==> config.mk <==
export PLATFORM = sky130hd
export DESIGN_NAME = gpio_mask_port
export DESIGN_NICKNAME = d
export VERILOG_FILES = /design/src/rtl/gpio_mask_pkg.sv /design/src/rtl/gpio_mask_decode.sv /design/src/rtl/gpio_in_sync.sv /design/src/rtl/gpio_port_regs.sv /design/src/rtl/gpio_read_path.sv /design/src/rtl/gpio_mask_port.sv
export SDC_FILE = /design/constraint.sdc
export NUM_CORES = 1
export LEC_CHECK = 0
export ABC_AREA = 1
export BUFFER_PORTS_ARGS = -buffer_cell sky130_fd_sc_hd__buf_2
export CAP_MARGIN = 0
export CORE_UTILIZATION = 50
export DETAILED_ROUTE_END_ITERATION = 16
export PLACE_DENSITY = 0.85
export SYNTH_ARGS = -nofsm -noshare
export SYNTH_HDL_FRONTEND = slang
export SYNTH_SLANG_ARGS = --single-unit
==> constraint.sdc <==
create_clock -name clk -period 2.8 [get_ports clk]
set_input_delay 0.14 -clock clk [delete_from_list [all_inputs] [get_ports clk]]
set_output_delay 0.14 -clock clk [all_outputs]
set_load 0.01 [all_outputs]
==> src/rtl/gpio_mask_pkg.sv <==
package gpio_mask_pkg;
   typedef enum logic [1:0] {
      REG_NONE = 2'd0,
      REG_WIN  = 2'd1,
      REG_DIR  = 2'd2
   } region_e;
endpackage

==> src/rtl/gpio_mask_decode.sv <==
module gpio_mask_decode
   import gpio_mask_pkg::*;
#(
   parameter int NUM_PINS = 12,
   parameter int ADDR_W   = 16
) (
   input  logic [ADDR_W-1:0]   addr,
   input  logic                we,
   output region_e             sel,
   output logic [NUM_PINS-1:0] mask,
   output logic                win_we,
   output logic                dir_we
);
   localparam int WORD_W = ADDR_W - 2;
   localparam logic [WORD_W-1:0] DIR_WORD = WORD_W'(2) << NUM_PINS;

   logic [WORD_W-1:0] word;
   assign word = addr[ADDR_W-1:2];
   assign mask = word[NUM_PINS-1:0];

   always_comb begin
      if (word[WORD_W-1:NUM_PINS] == '0) sel = REG_WIN;
      else if (word == DIR_WORD)         sel = REG_DIR;
      else                               sel = REG_NONE;
   end

   assign win_we = we && (sel == REG_WIN);
   assign dir_we = we && (sel == REG_DIR);
endmodule

==> src/rtl/gpio_in_sync.sv <==
module gpio_in_sync #(
   parameter int WIDTH  = 12,
   parameter int STAGES = 2
) (
   input  logic             clk,
   input  logic             rst_n,
   input  logic [WIDTH-1:0] d,
   output logic [WIDTH-1:0] q
);
   initial begin
      assert (STAGES >= 2) else $error("gpio_in_sync: STAGES must be at least 2");
   end

   logic [WIDTH-1:0] stage [STAGES];

   for (genvar s = 0; s < STAGES; s++) begin : g_stage
      if (s == 0) begin : g_first
         always_ff @(posedge clk) begin
            if (!rst_n) stage[0] <= '0;
            else        stage[0] <= d;
         end
      end else begin : g_next
         always_ff @(posedge clk) begin
            if (!rst_n) stage[s] <= '0;
            else        stage[s] <= stage[s-1];
         end
      end
   end

   assign q = stage[STAGES-1];
endmodule

==> src/rtl/gpio_port_regs.sv <==
module gpio_port_regs #(
   parameter int NUM_PINS = 12,
   parameter int DATA_W   = 32
) (
   input  logic                clk,
   input  logic                rst_n,
   input  logic                win_we,
   input  logic                dir_we,
   input  logic [NUM_PINS-1:0] mask,
   input  logic [DATA_W-1:0]   wdata,
   output logic [NUM_PINS-1:0] out_q,
   output logic [NUM_PINS-1:0] dir_q
);
   logic [NUM_PINS-1:0] wbits;
   assign wbits = wdata[NUM_PINS-1:0];

   always_ff @(posedge clk) begin
      if (!rst_n) begin
         out_q <= '0;
         dir_q <= '0;
      end else begin
         if (win_we) out_q <= (out_q & ~mask) | (wbits & mask);
         if (dir_we) dir_q <= wbits;
      end
   end

   assert_unmasked_kept_R1: assert property (@(posedge clk) disable iff (!rst_n)
      win_we |=> ((out_q & ~$past(mask)) == ($past(out_q) & ~$past(mask))));
   assert_masked_taken_R1: assert property (@(posedge clk) disable iff (!rst_n)
      win_we |=> ((out_q & $past(mask)) == ($past(wbits) & $past(mask))));
   assert_out_hold_R6: assert property (@(posedge clk) disable iff (!rst_n)
      !win_we |=> $stable(out_q));
   assert_dir_hold_R6: assert property (@(posedge clk) disable iff (!rst_n)
      !dir_we |=> $stable(dir_q));
endmodule

==> src/rtl/gpio_read_path.sv <==
module gpio_read_path
   import gpio_mask_pkg::*;
#(
   parameter int NUM_PINS = 12,
   parameter int DATA_W   = 32
) (
   input  logic                clk,
   input  logic                rst_n,
   input  region_e             sel,
   input  logic [NUM_PINS-1:0] mask,
   input  logic [NUM_PINS-1:0] pins_sync,
   input  logic [NUM_PINS-1:0] dir_q,
   output logic [DATA_W-1:0]   rdata
);
   logic [NUM_PINS-1:0] low_next;

   always_comb begin
      unique case (sel)
         REG_WIN: low_next = pins_sync & mask;
         REG_DIR: low_next = dir_q;
         default: low_next = '0;
      endcase
   end

   always_ff @(posedge clk) begin
      if (!rst_n) rdata <= '0;
      else        rdata <= DATA_W'(low_next);
   end

   assert_upper_zero_R4: assert property (@(posedge clk) disable iff (!rst_n)
      rdata[DATA_W-1:NUM_PINS] == '0);
   assert_reserved_zero_R6: assert property (@(posedge clk) disable iff (!rst_n)
      (sel == REG_NONE) |=> (rdata == '0));
   assert_unmasked_zero_R2: assert property (@(posedge clk) disable iff (!rst_n)
      (sel == REG_WIN) |=> ((rdata[NUM_PINS-1:0] & ~$past(mask)) == '0));
endmodule

==> src/rtl/gpio_mask_port.sv <==
module gpio_mask_port
   import gpio_mask_pkg::*;
#(
   parameter int NUM_PINS    = 12,
   parameter int ADDR_W      = 16,
   parameter int DATA_W      = 32,
   parameter int SYNC_STAGES = 2
) (
   input  logic                clk,
   input  logic                rst_n,
   input  logic [ADDR_W-1:0]   bus_addr,
   input  logic                bus_we,
   input  logic [DATA_W-1:0]   bus_wdata,
   output logic [DATA_W-1:0]   bus_rdata,
   input  logic [NUM_PINS-1:0] pin_in,
   output logic [NUM_PINS-1:0] pin_out,
   output logic [NUM_PINS-1:0] pin_oe
);
   initial begin
      assert (DATA_W > NUM_PINS) else $error("gpio_mask_port: DATA_W must exceed NUM_PINS");
      assert (ADDR_W >= NUM_PINS + 4) else $error("gpio_mask_port: ADDR_W too small for window and direction word");
   end

   region_e             sel;
   logic [NUM_PINS-1:0] mask, pins_sync, out_q, dir_q;
   logic                win_we, dir_we;

   gpio_mask_decode #(.NUM_PINS(NUM_PINS), .ADDR_W(ADDR_W)) u_decode (
      .addr(bus_addr), .we(bus_we), .sel(sel), .mask(mask),
      .win_we(win_we), .dir_we(dir_we)
   );

   gpio_in_sync #(.WIDTH(NUM_PINS), .STAGES(SYNC_STAGES)) u_sync (
      .clk(clk), .rst_n(rst_n), .d(pin_in), .q(pins_sync)
   );

   gpio_port_regs #(.NUM_PINS(NUM_PINS), .DATA_W(DATA_W)) u_regs (
      .clk(clk), .rst_n(rst_n), .win_we(win_we), .dir_we(dir_we),
      .mask(mask), .wdata(bus_wdata), .out_q(out_q), .dir_q(dir_q)
   );

   gpio_read_path #(.NUM_PINS(NUM_PINS), .DATA_W(DATA_W)) u_read (
      .clk(clk), .rst_n(rst_n), .sel(sel), .mask(mask),
      .pins_sync(pins_sync), .dir_q(dir_q), .rdata(bus_rdata)
   );

   assign pin_out = out_q;
   assign pin_oe  = dir_q;

   assert_reset_clear_R7: assert property (@(posedge clk)
      !rst_n |=> (pin_out == '0 && pin_oe == '0 && bus_rdata == '0));
   assert_dir_rdback_R9: assert property (@(posedge clk) disable iff (!rst_n)
      (bus_we && bus_addr == ADDR_W'(2) << (NUM_PINS + 2)) |=> (bus_rdata[NUM_PINS-1:0] == $past(pin_oe)));
endmodule

### Word-level counts from Yosys, hierarchy flattened

Memories as Yosys holds them, arrays and structs flattened.
Index checks and enable logic that the tools add are counted.

* memories: 1
* flip-flop bits (word level): 56
* logic and storage cells: 25
* bits in writable memories: 24
* bits of input ports: 63
* output and inout port bits: 56

* bitwise operators: 7
* multiplexer cells: 7
* reduce and logical (&&, ||, !) cells: 3
* equal/unequal tests: 3

Memory list
* u_sync.stage: words 2, width 12, rd ports 2, clocked after memory_dff 0, wr ports 2, RTL line gpio_in_sync.sv:14 `logic [WIDTH-1:0] stage [STAGES];`

Operators with widths (count)
* AND 12 bit: 3
* two-way mux 12 bit: 2
* one-hot mux 12 bit (2 select lines): 1
* equality test 14 bit (second input constant): 1
* NOT 12 bit: 1
* OR 12 bit: 1
* two-way mux 2 bit: 2
* equality test 2 x 1 -> 1 bit (second input constant): 1
* equality test 2 bit (second input constant): 1
* logical AND 1 bit: 2
* zero test 2 bit: 1
* two-way mux 1 bit: 2
* OR 1 bit: 2

### Longest topological paths before layout

* depth in word-level cells: 5
* depth in mapped cells: 8
* gate-level depth less buffers: 7

### Hierarchy

Synthesis repeated with hierarchy kept, for this count alone.

* cells, all modules: 321
* area total of the unflattened synthesis: 2457.4 um^2

Modules (own cells, without submodules)
* gpio_port_regs: instances 1, area each 943.4 um^2, cells an instance 138
* gpio_in_sync: instances 1, area each 683.2 um^2, cells an instance 74
* gpio_read_path: instances 1, area each 663.1 um^2, cells an instance 78
* gpio_mask_decode: instances 1, area each 167.7 um^2, cells an instance 31

### Worst setup path after synthesis

OpenSTA, ideal clock, no wires.

* path type: input-to-reg
* start: input bus_addr[12]
* end: register u_regs.dir_q[3]
* library setup time: 0.110 ns
* path slack: 1.794 ns
* arrival time: 0.896 ns
* required time: 2.690 ns
* path buffers: 1
* stages: 6
* path through: or2_2 nor2_2 buf_4 nand4_1 nand2_1 nor2_1

* longest elaborated chain between the ends: 5

RTL lines
* start, declared: RTL line gpio_mask_port.sv:11 `input logic [ADDR_W-1:0] bus_addr,`
* equality test 14 bit: RTL line gpio_mask_decode.sv:23 `else if (word == DIR_WORD) sel = REG_DIR;`
* two-way mux 2 bit: RTL line gpio_mask_decode.sv:23
* two-way mux 2 bit: RTL line gpio_mask_decode.sv:22 `if (word[WORD_W-1:NUM_PINS] == '0) sel = REG_WIN;`
* equality test 2 bit: RTL line gpio_mask_decode.sv:28 `assign dir_we = we && (sel == REG_DIR);`
* logical AND 1 bit: RTL line gpio_mask_decode.sv:28
* end signal, assigned: RTL line gpio_port_regs.sv:23 `if (dir_we) dir_q <= wbits;`
* end, declared: RTL line gpio_port_regs.sv:12 `output logic [NUM_PINS-1:0] dir_q`

No other way between the ends.
A chain may end at the register's enable or synchronous reset.

### Worst setup path in the final report

* start: input bus_addr[4]
* end: register u_regs.dir_q[10]

Same word-level chain as after synthesis.

==> flow_summary.yaml <==
clock_network:
  cts_hold_buf: 12
  clk_path_buf_depth: 2
  cts.sinks: 60
  htree_num_levels: 3
  numCtsBuffers: 9
  cts.clk_slew.worst_paths_ns: 0.07
  cts-root-buf: "clkbuf_8"
  cts_tree: "yes"
  clk_latency_ns: 0.34
  cts-resized-gates: 0
  post_cts_buffers: 0
route:
  drc_errors: 0
  viasPerCell: 4.73
  drtIter0Drc: 109
  ant_nets: 0
  wl_per_cell_um: 11.9
  wl_um: 5870
  firstDrtPassIters: 5
  num_vias: 2328
sta:
  setup_tns_ns: 0
  layout_setup_ws_ns: 1.30
  tightest_slew_ns: 0.930
  finalCritPeriodShare_pct: 53.7
  max_freq_ghz: 0.665
  final-hold-violation-count: 0
  slew_violations: 0
  rsz0062_at_grt: "false"
  finalClockSkew_ns: 0.00491
  max_slew_margin_pct: 37.9
  setup_viol: 0
  min_period_ns: 1.50
final_layout:
  final.fill_count: 407
  final_cell_mix: "buf_2, nand2_1, inv_1"
  insertedDiodeCount: 0
  final_common_cell: "buf_2"
  utilization_pct: 65.6
  area_growth_pct: 22.9
  finalNetCount: 483
  layout-drive-gt1-share_pct: 29.6
  multi_input_area_um2: 982
  postLayoutCellArea_um2: 3180
  regArea_um2: 1200
placement:
  pre_cts_slack_ns: 1.00
  gp_congestion: 0.834
  hpwl_um: 4060
  portBuffers: 76
  placed_area_um2: 2900
power:
  p_leak_nw: 1.64
  clockPowerShare_pct: 38.5
  power_switching_mw: 0.420
  power_frac_comb_pct: 8.6
  p_int_mw: 1.24
  peakVddDrop_mv: 0.375
  swShare_pct: 25.3
  seqPwrFrac_pct: 52.9
  p_per_area_nw_per_um2: 524
critical_path:
  startpoint_type: "primary input"
  reg2regPathDepth: 2
  cp.required_ns: 3.08
  worstSetupPathType: "in -> reg"
  critPathArrivalTime_ns: 1.78
  crit_fanout: 13
  crit_path_end_kind: "flip-flop"
floorplanning:
  die_y_um: 73.9
  ios: 119
  core_um2: 4850
  die_area_um2: 5470
  std_cell_rows: 25
  start_util_pct: 53.4
  die_w_um: 73.9
global_route:
  grt_pass1_vias: 2106
  track_usage_pct: 23.4
  antenna_found_initial: 0
  grt_first_pass_wirelength_um: 9300
  overflow: 0
  grt_max_degree: 38
synth:
  seq_area_frac_synth_pct: 46.4
  synth_cells: 335
  synth_warnings: 0
  ys_ff_latch: 60
  netlist_area_um2: 2590
  syn_avg_cell_area_um2: 7.72
  yosys.cell_types.count: 20
worst_hold_path:
  min_path_cells: 3
  hp-class: "in -> reg"
flow_run:
  max_cap_viol_count: 0
outcome:
  status: "finished clean"
==> power by group through the flow <==
stage	Combinational (mW)	Sequential [mW]	Clock, mW
2_1_floorplan	0.0898	0.900	0
3_3_place_gp	0.127	0.899	0
3_5_place_dp	0.129	0.900	0
4_1_cts	0.142	0.881	0.660
5_1_grt	0.159	0.882	0.693
6_report	0.143	0.881	0.641
==> worst paths after layout <==
| check | slack (ns) | endpoint | startpoint |
|---|---|---|---|
| hold reg to reg | 0.41 | u_sync.stage[1][1] | u_sync.stage[0][1] |
| hold / removal | 0.08 | flip-flop | bus_wdata[9] |
| setup reg to reg | 2.09 | u_read.rdata[5] | u_sync.stage[1][5] |
| setup / recovery | 1.30 | u_regs.dir_q[10] | bus_addr[4] |
==> through the flow <==
step                cells  power, mW  hold WS (ns)
floorplan             354      0.990         0.238
global placement      464       1.03         0.322
detailed placement    464       1.03         0.326
CTS                   492       1.68        0.0572
global route          492       1.73        0.0697
finish                492       1.66        0.0788
==> cell type report <==
cell class | instances | share of cell area (%)
clock buffer | 11 | 4.13
sequential | 60 | 37.8
inverter | 63 | 7.44
multi-input combinational | 196 | 30.9
clock inverter | 5 | 0.905
tap | 67 | 2.64
timing repair buffer | 90 | 16.2
==> critical path: stages <==
cell     delay, ns
buf_2         0.13
nor2_1        0.13
nand2_1       0.09
nor2_2        0.49
nand3_2       0.48
nand2_1       0.16
inv_1         0.05
nor2_1        0.10
==> per-layer routing <==
layer	wire length [µm]	global-route usage, %	up-vias	part of all wire (%)
met3	414	8.40	10	7.1
met2	2910	39.8	93	50
met4	113	10.9	0	1.9
met5	0	0	-	0
met1	2430	26.2	1073	41
li1	-	-	1152	-
==> kinds of logic (layout without fill, tap and decap cells) <==
logic type	Yosys count	in the layout	share of synthesized area, %
compound gates	24	24	5.80
buf+inv	98	169	18.4
flops	60	60	46.4
other cells	1	20	0.145
simple gates	152	152	29.3
==> synth_stat cells (all sizes together) <==
library cell   n  area, µm²
a21oi         24        150
buf           33        231
clkbuf         2       7.51
conb           1       3.75
dfxtp         60       1200
inv           63        236
nand2         77        314
nand3         37        240
nand4         12       75.1
nor2          24        103
nor3b          1       18.8
or2            1       6.26
(Power assumes the default switching activity.)
